[config.mk]
export PLATFORM = sky130hd
export DESIGN_NAME = bitfield_toggle_engine
export DESIGN_NICKNAME = d
export VERILOG_FILES = /design/src/rtl/bftc_pkg.sv /design/src/rtl/bftc_ctrl.sv /design/src/rtl/bftc_datapath.sv /design/src/rtl/bitfield_toggle_engine.sv
export SDC_FILE = /design/constraint.sdc
export NUM_CORES = 1
export LEC_CHECK = 0
export ABC_CLOCK_PERIOD_IN_PS = 2200
export BUFFER_PORTS_ARGS = -buffer_cell sky130_fd_sc_hd__buf_2
export CORE_MARGIN = 2
export CORE_UTILIZATION = 30
export CTS_CLUSTER_SIZE = 40
export DETAILED_ROUTE_END_ITERATION = 8
export PLACE_DENSITY = 0.57
export SLEW_MARGIN = 20
export SYNTH_ARGS = -nofsm -noshare
export SYNTH_HDL_FRONTEND = slang
export SYNTH_HIERARCHICAL = 1
export SYNTH_SLANG_ARGS = --single-unit
[constraint.sdc]
create_clock -name clk -period 2.2 [get_ports clk]
set_clock_uncertainty 0.15 [all_clocks]
set_input_delay 0.44 -clock clk [delete_from_list [all_inputs] [get_ports clk]]
set_output_delay 0.44 -clock clk [all_outputs]
set_load 0.005 [all_outputs]
[src/rtl/bftc_pkg.sv]
// Package: shared widths and the sequencer state type for the
// bit-field test-and-complement engine. Assumes 16-bit data words.
package bftc_pkg;
    localparam int unsigned WORD_W = 16;

    typedef enum logic [2:0] {
        ST_IDLE  = 3'd0,
        ST_READ  = 3'd1,
        ST_WAIT  = 3'd2,
        ST_WRITE = 3'd3,
        ST_DONE  = 3'd4
    } bftc_state_e;
endpackage

[src/rtl/bftc_ctrl.sv]
// Sequencer: accepts one command when idle and walks the read / wait /
// write / done steps. Memory destinations pass through a wait step for the
// one-cycle read latency; register destinations skip it.
// Assumes cmd_is_reg is only meaningful while cmd_valid is high.
module bftc_ctrl
    import bftc_pkg::*;
(
    input  logic clk,
    input  logic rst_n,
    input  logic cmd_valid,
    input  logic cmd_is_reg,
    output logic accept,
    output logic cap_mem,
    output logic cap_reg,
    output logic mem_rd_en,
    output logic mem_wr_en,
    output logic reg_rd_en,
    output logic reg_wr_en,
    output logic busy,
    output logic done
);
    bftc_state_e state_q, state_d;
    logic        is_reg_q;

    assign accept = cmd_valid && (state_q == ST_IDLE);

    // Next-state selection for the access sequence.
    always_comb begin
        state_d = state_q;
        unique case (state_q)
            ST_IDLE:  if (accept) state_d = ST_READ;
            ST_READ:  state_d = is_reg_q ? ST_WRITE : ST_WAIT;
            ST_WAIT:  state_d = ST_WRITE;
            ST_WRITE: state_d = ST_DONE;
            ST_DONE:  state_d = ST_IDLE;
            default:  state_d = ST_IDLE;
        endcase
    end

    // State register and latched destination kind.
    always_ff @(posedge clk) begin
        if (!rst_n) begin
            state_q  <= ST_IDLE;
            is_reg_q <= 1'b0;
        end else begin
            state_q <= state_d;
            if (accept) is_reg_q <= cmd_is_reg;
        end
    end

    // Strobes and capture enables decoded from the current state.
    always_comb begin
        mem_rd_en = (state_q == ST_READ)  && !is_reg_q;
        reg_rd_en = (state_q == ST_READ)  &&  is_reg_q;
        cap_reg   = (state_q == ST_READ)  &&  is_reg_q;
        cap_mem   = (state_q == ST_WAIT);
        mem_wr_en = (state_q == ST_WRITE) && !is_reg_q;
        reg_wr_en = (state_q == ST_WRITE) &&  is_reg_q;
        done      = (state_q == ST_DONE);
        busy      = (state_q != ST_IDLE);
    end

    a_r8_done_one_cycle: assert property (@(posedge clk) disable iff (!rst_n)
        done |=> !done);
    a_r5_write_two_after_read: assert property (@(posedge clk) disable iff (!rst_n)
        mem_wr_en |-> $past(mem_rd_en, 2));
    a_r6_reg_write_after_read: assert property (@(posedge clk) disable iff (!rst_n)
        reg_wr_en |-> ($past(reg_rd_en) && !mem_rd_en && !mem_wr_en));
    a_r7_busy_held: assert property (@(posedge clk) disable iff (!rst_n)
        (busy && !done) |=> busy);
endmodule

[src/rtl/bftc_datapath.sv]
// Datapath: latches the command's mask and destination on acceptance,
// captures the destination word from whichever source the sequencer names,
// forms the all-selected-set flag and the complemented word.
// Assumes cap_mem and cap_reg are never high together.
module bftc_datapath #(
    parameter int unsigned DATA_W = 16,
    parameter int unsigned ADDR_W = 16,
    parameter int unsigned REG_W  = 3
) (
    input  logic              clk,
    input  logic              rst_n,
    input  logic              accept,
    input  logic [DATA_W-1:0] cmd_mask,
    input  logic [ADDR_W-1:0] cmd_addr,
    input  logic [REG_W-1:0]  cmd_reg,
    input  logic              cap_mem,
    input  logic              cap_reg,
    input  logic [DATA_W-1:0] mem_rdata,
    input  logic [DATA_W-1:0] reg_rdata,
    output logic [ADDR_W-1:0] addr_q,
    output logic [REG_W-1:0]  reg_q,
    output logic [DATA_W-1:0] mask_q,
    output logic [DATA_W-1:0] result,
    output logic              carry
);
    logic [DATA_W-1:0] src;
    logic [DATA_W-1:0] word_q;
    logic [DATA_W-1:0] hit;
    logic              all_set;
    logic              carry_q;

    // Pick the word being captured this cycle.
    assign src = cap_mem ? mem_rdata : reg_rdata;

    // Per-bit test: an unselected bit always passes.
    for (genvar i = 0; i < DATA_W; i++) begin : g_bit_test
        assign hit[i] = ~mask_q[i] | src[i];
    end
    assign all_set = &hit;

    // Command latch and read-data capture with flag update.
    always_ff @(posedge clk) begin
        if (!rst_n) begin
            addr_q  <= '0;
            reg_q   <= '0;
            mask_q  <= '0;
            word_q  <= '0;
            carry_q <= 1'b0;
        end else begin
            if (accept) begin
                addr_q <= cmd_addr;
                reg_q  <= cmd_reg;
                mask_q <= cmd_mask;
            end
            if (cap_mem || cap_reg) begin
                word_q  <= src;
                carry_q <= all_set;
            end
        end
    end

    assign result = word_q ^ mask_q;
    assign carry  = carry_q;

    a_r8_carry_stable_between_captures: assert property (@(posedge clk) disable iff (!rst_n)
        !$past(cap_mem || cap_reg) |-> $stable(carry_q));
endmodule

[src/rtl/bitfield_toggle_engine.sv]
// Top: bit-field test-and-complement engine. Reads one 16-bit destination
// (memory word or register), flags whether every masked bit is set, flips
// the masked bits and writes the word back.
// Assumes: mem_rdata valid one cycle after mem_rd_en; reg_rdata is a
// combinational read of reg_sel; reset held for at least two edges.
module bitfield_toggle_engine
    import bftc_pkg::*;
#(
    parameter int unsigned ADDR_W = 16,
    parameter int unsigned REG_W  = 3
) (
    input  logic              clk,
    input  logic              rst_n,
    input  logic              cmd_valid,
    input  logic              cmd_is_reg,
    input  logic [WORD_W-1:0] cmd_mask,
    input  logic [ADDR_W-1:0] cmd_addr,
    input  logic [REG_W-1:0]  cmd_reg,
    output logic              busy,
    output logic              done,
    output logic              carry,
    output logic              mem_rd_en,
    output logic              mem_wr_en,
    output logic [ADDR_W-1:0] mem_addr,
    output logic [WORD_W-1:0] mem_wdata,
    input  logic [WORD_W-1:0] mem_rdata,
    output logic              reg_rd_en,
    output logic              reg_wr_en,
    output logic [REG_W-1:0]  reg_sel,
    output logic [WORD_W-1:0] reg_wdata,
    input  logic [WORD_W-1:0] reg_rdata
);
    logic              accept;
    logic              cap_mem;
    logic              cap_reg;
    logic [WORD_W-1:0] mask_q;
    logic [WORD_W-1:0] result;

    bftc_ctrl u_ctrl (
        .clk       (clk),
        .rst_n     (rst_n),
        .cmd_valid (cmd_valid),
        .cmd_is_reg(cmd_is_reg),
        .accept    (accept),
        .cap_mem   (cap_mem),
        .cap_reg   (cap_reg),
        .mem_rd_en (mem_rd_en),
        .mem_wr_en (mem_wr_en),
        .reg_rd_en (reg_rd_en),
        .reg_wr_en (reg_wr_en),
        .busy      (busy),
        .done      (done)
    );

    bftc_datapath #(
        .DATA_W(WORD_W),
        .ADDR_W(ADDR_W),
        .REG_W (REG_W)
    ) u_dp (
        .clk      (clk),
        .rst_n    (rst_n),
        .accept   (accept),
        .cmd_mask (cmd_mask),
        .cmd_addr (cmd_addr),
        .cmd_reg  (cmd_reg),
        .cap_mem  (cap_mem),
        .cap_reg  (cap_reg),
        .mem_rdata(mem_rdata),
        .reg_rdata(reg_rdata),
        .addr_q   (mem_addr),
        .reg_q    (reg_sel),
        .mask_q   (mask_q),
        .result   (result),
        .carry    (carry)
    );

    assign mem_wdata = result;
    assign reg_wdata = result;

    a_r1_one_access_at_a_time: assert property (@(posedge clk) disable iff (!rst_n)
        $onehot0({mem_rd_en, mem_wr_en, reg_rd_en, reg_wr_en}));
    a_r5_same_mem_address: assert property (@(posedge clk) disable iff (!rst_n)
        mem_wr_en |-> (mem_addr == $past(mem_addr, 2)));
    a_r3_reg_flip_only_masked: assert property (@(posedge clk) disable iff (!rst_n)
        reg_wr_en |-> ((reg_wdata ^ $past(reg_rdata)) == mask_q));
    a_r4_empty_mask_sets_carry: assert property (@(posedge clk) disable iff (!rst_n)
        (done && (mask_q == '0)) |-> carry);
    a_r7_no_accept_while_busy: assert property (@(posedge clk) disable iff (!rst_n)
        (busy && !done) |=> $stable(mask_q));
endmodule

==> out/metrics.cfg <==
[die]
dieWidth_um=100.7
coreArea_sq_um=9153
initial_core_util_pct=30.62
dieArea_sq_um=10130
pin_count=129
fp.dieH_um=100.7
core.rowCount=35

[cells_and_area]
final_util_pct=39.34
layout.nets=471
fillers=932
drive_gt1_share_pct=38.90
antenna_cells=0
area_growth_pct=28.48

[logic_synthesis]
synth.area.mux_share_pct=19.29
syn_area_sq_um=2803
synth_xor_area_share_pct=5.313
yosys-top-cells-area=dfxtp_1 (40%), mux2i_1 (19%), nor2b_1 (7.8%), xor2_1 (5.0%), buf_4 (4.6%)
synth_edf_count=0
yosysMostFrequentCell=dfxtp_1
synth_common_cells=dfxtp_1 (56), mux2i_1 (54), nor2b_1 (35)
async_flop_share_pct=0
syn_nets=358
syn_inst=287
synth_compound_gate_area_share_pct=9.152
synth_top_area_share_pct=40.00
ys_ff_latch=56
synth.avg_cell_area_sq_um=9.765
yosysSeqAreaShare_pct=40.00
yosysTopAreaCell=dfxtp_1
yosys_warnings=6
synth_fa_ha_area_share_pct=0
synth-simple-area-share_pct=17.63
synth.distinct_cells=36
synth_top_family_by_area=multiplexers
synthFlopType=dfxtp_1

[routing]
drc=0
dr.pass1.iters=4
postRouteAntennaNets=0
avgRoutedWirePerCell_um=14.35
vias=2346
drt_iter0_markers=73
routed_wirelength_mm=7.345
vias_per_cell=4.582

[placed_design]
dp_hpwl_mm=5.502
gp_congestion=0.7384
numPortBuffers=128

[pwr]
irDropWorstVdd_mv=0.3027
p_clk_share_pct=27.3
p_seq_share_pct=45.4
p_leak_nw=1.737
internal_power_mw=1.820
powerDensity_nw_per_um2=718.5
p_sw_share_pct=29.64
p_sw_mw=0.7670
combPwrFrac_pct=27.3
power_mw=2.587

[clocking]
root_buffer=clkbuf_8
clock_latency_ns=0.31
cts.clk_slew.worst_paths_ns=0.10
h-tree-depth=2
cts_tree=built
cts_buffers=5
clock_sinks=56
clockBufferDepth=2

[worst_setup_path]
required_ns=2.28
cp-start-kind=flop
worstPathArrival_ns=2.07
timing.critical_path.from=u_ctrl/state_q[1]$_SDFFE_PN0P_
critPathKind=flop to flop
cp_max_fo=35
r2r-start=u_ctrl/state_q[1]$_SDFFE_PN0P_
cp-end-kind=flop

[timing]
rsz0062_at_grt=no
post-route-period-util_pct=90.49
max_slew_margin_pct=72.97
min_period_ns=1.991
slew_violations=0
tns_ns=0
fin_hold_ws_ns=0.2260
finalSetupViolations=0
worst_slew_pin_slew_ns=0.4055
final_hold_viol_count=0
max_clock_freq_mhz=502.3

[global_route]
use_met1_pct=17.53
grt_max_degree=36
grt_overflow=0
grt_pass1_vias=2180
top_usage_layer=met2
gr-usage-met2_pct=22.72
antenna_found_initial=0
use_met3_pct=2.843
grt_pass1_wl_mm=10.80
globalRouteTotalUtil_pct=13.62

[outcome]
outcome=finished clean

[worst_hold_path]
min_from=cmd_is_reg
hold_class=primary input to flop

[flow_run]
maxCapViolCount=0

metrics by stage:
| step | cell area [sq um] | cells | setup slack, ns |
|---|---|---|---|
| 2_1_floorplan | 2803 | 287 | 0.2951 |
| 3_3_place_gp | 3445 | 500 | 0.1291 |
| 3_5_place_dp | 3445 | 500 | 0.04965 |
| 4_1_cts | 3561 | 508 | 0.03310 |
| 5_1_grt | 3601 | 512 | 0.04764 |
| 6_report | 3601 | 512 | 0.2092 |
per-layer routing:
layer / vias up / part of all wire (%)
met3: 11 / 6.1
met2: 77 / 48
met4: 0 / 1.8
met1: 1079 / 45
met5: - / 0
li1: 1179 / -
worst paths after layout:
path                            cells past startpoint  slack (ns)                            to
worst max-delay path                                8        0.21       u_dp/carry$_SDFFE_PN0P_
worst min-delay path                                3        0.23  u_ctrl/is_reg_q$_SDFFE_PN0P_
worst max register to register                      8        0.21       u_dp/carry$_SDFFE_PN0P_
worst min register to register                      2        0.33       u_dp/carry$_SDFFE_PN0P_
flip-flops by register name, indices dropped and copies added (netlist names):
name             count
u_dp/carry           1
u_ctrl/state_q       3
u_dp/addr_q         16
u_dp/mask_q         16
u_ctrl/is_reg_q      1
u_dp/reg_q           3
u_dp/word_q         16
timing repair:
action | in CTS | in global routing
endpoints found under the hold margin | 0 | 0
setup buffers | 0 | 4
hold buffers | 0 | 0
resized for setup | 0 | 2
setup endpoints to repair | 0 | 1
placed cells by master (no fill, tap or decap), types with 2 or more instances in the layout:
master	netlist	routed
o311a_1	2	2
buf_12	1	2
mux2i_1	54	54
and2_1	11	11
a21oi_1	3	3
o21ai_0	16	16
nand2b_1	2	2
clkinv_4	0	2
nor2_1	5	4
dfxtp_1	56	56
xor2_1	16	16
clkbuf_8	0	5
nor2b_1	35	35
buf_2	9	128
nand2_1	23	23
a21boi_0	6	6
buf_4	17	11
a32oi_1	4	4
cell families (layout without fill, tap and decap cells):
| kind of cell | after synthesis | after routing |
|---|---|---|
| XOR/XNOR | 17 | 17 |
| buffers and inverters | 36 | 150 |
| AND/OR/NAND/NOR | 86 | 86 |
| multiplexers | 54 | 54 |
| flip-flops | 56 | 56 |
| AO/OA/AOI/OAI | 38 | 38 |
power groups by stage:
stage                     registers, mW  logic (mW)  clock network [mW]
final                              1.17       0.707               0.706
after global routing               1.19       0.780               0.777
after CTS                          1.17       0.699               0.727
after detailed placement           1.20       0.697                   0
after global placement             1.19       0.688                   0
after floorplan                    1.19       0.486                   0
cell type report:
cell class                 instances  area (sq um)  area share, %
clock buffer                       5         68.82          1.911
clock inverter                     3         47.55          1.320
inverter                           1         7.507         0.2085
multi-input combinational        195          1454          40.38
sequential                        56          1121          31.13
tap                              111         138.9          3.857
timing repair buffer             141         763.2          21.20
critical path: stages, from the launching register on:
cell and delay (ns):
dfxtp_1 0.34, or2b_1 0.28, nor2_2 0.14, buf_12 0.21, nand2_1 0.09, a32o_1 0.26
a221oi_2 0.20, nand4_1 0.12, o32ai_1 0.11
Power figures use the tool's default switching activity.
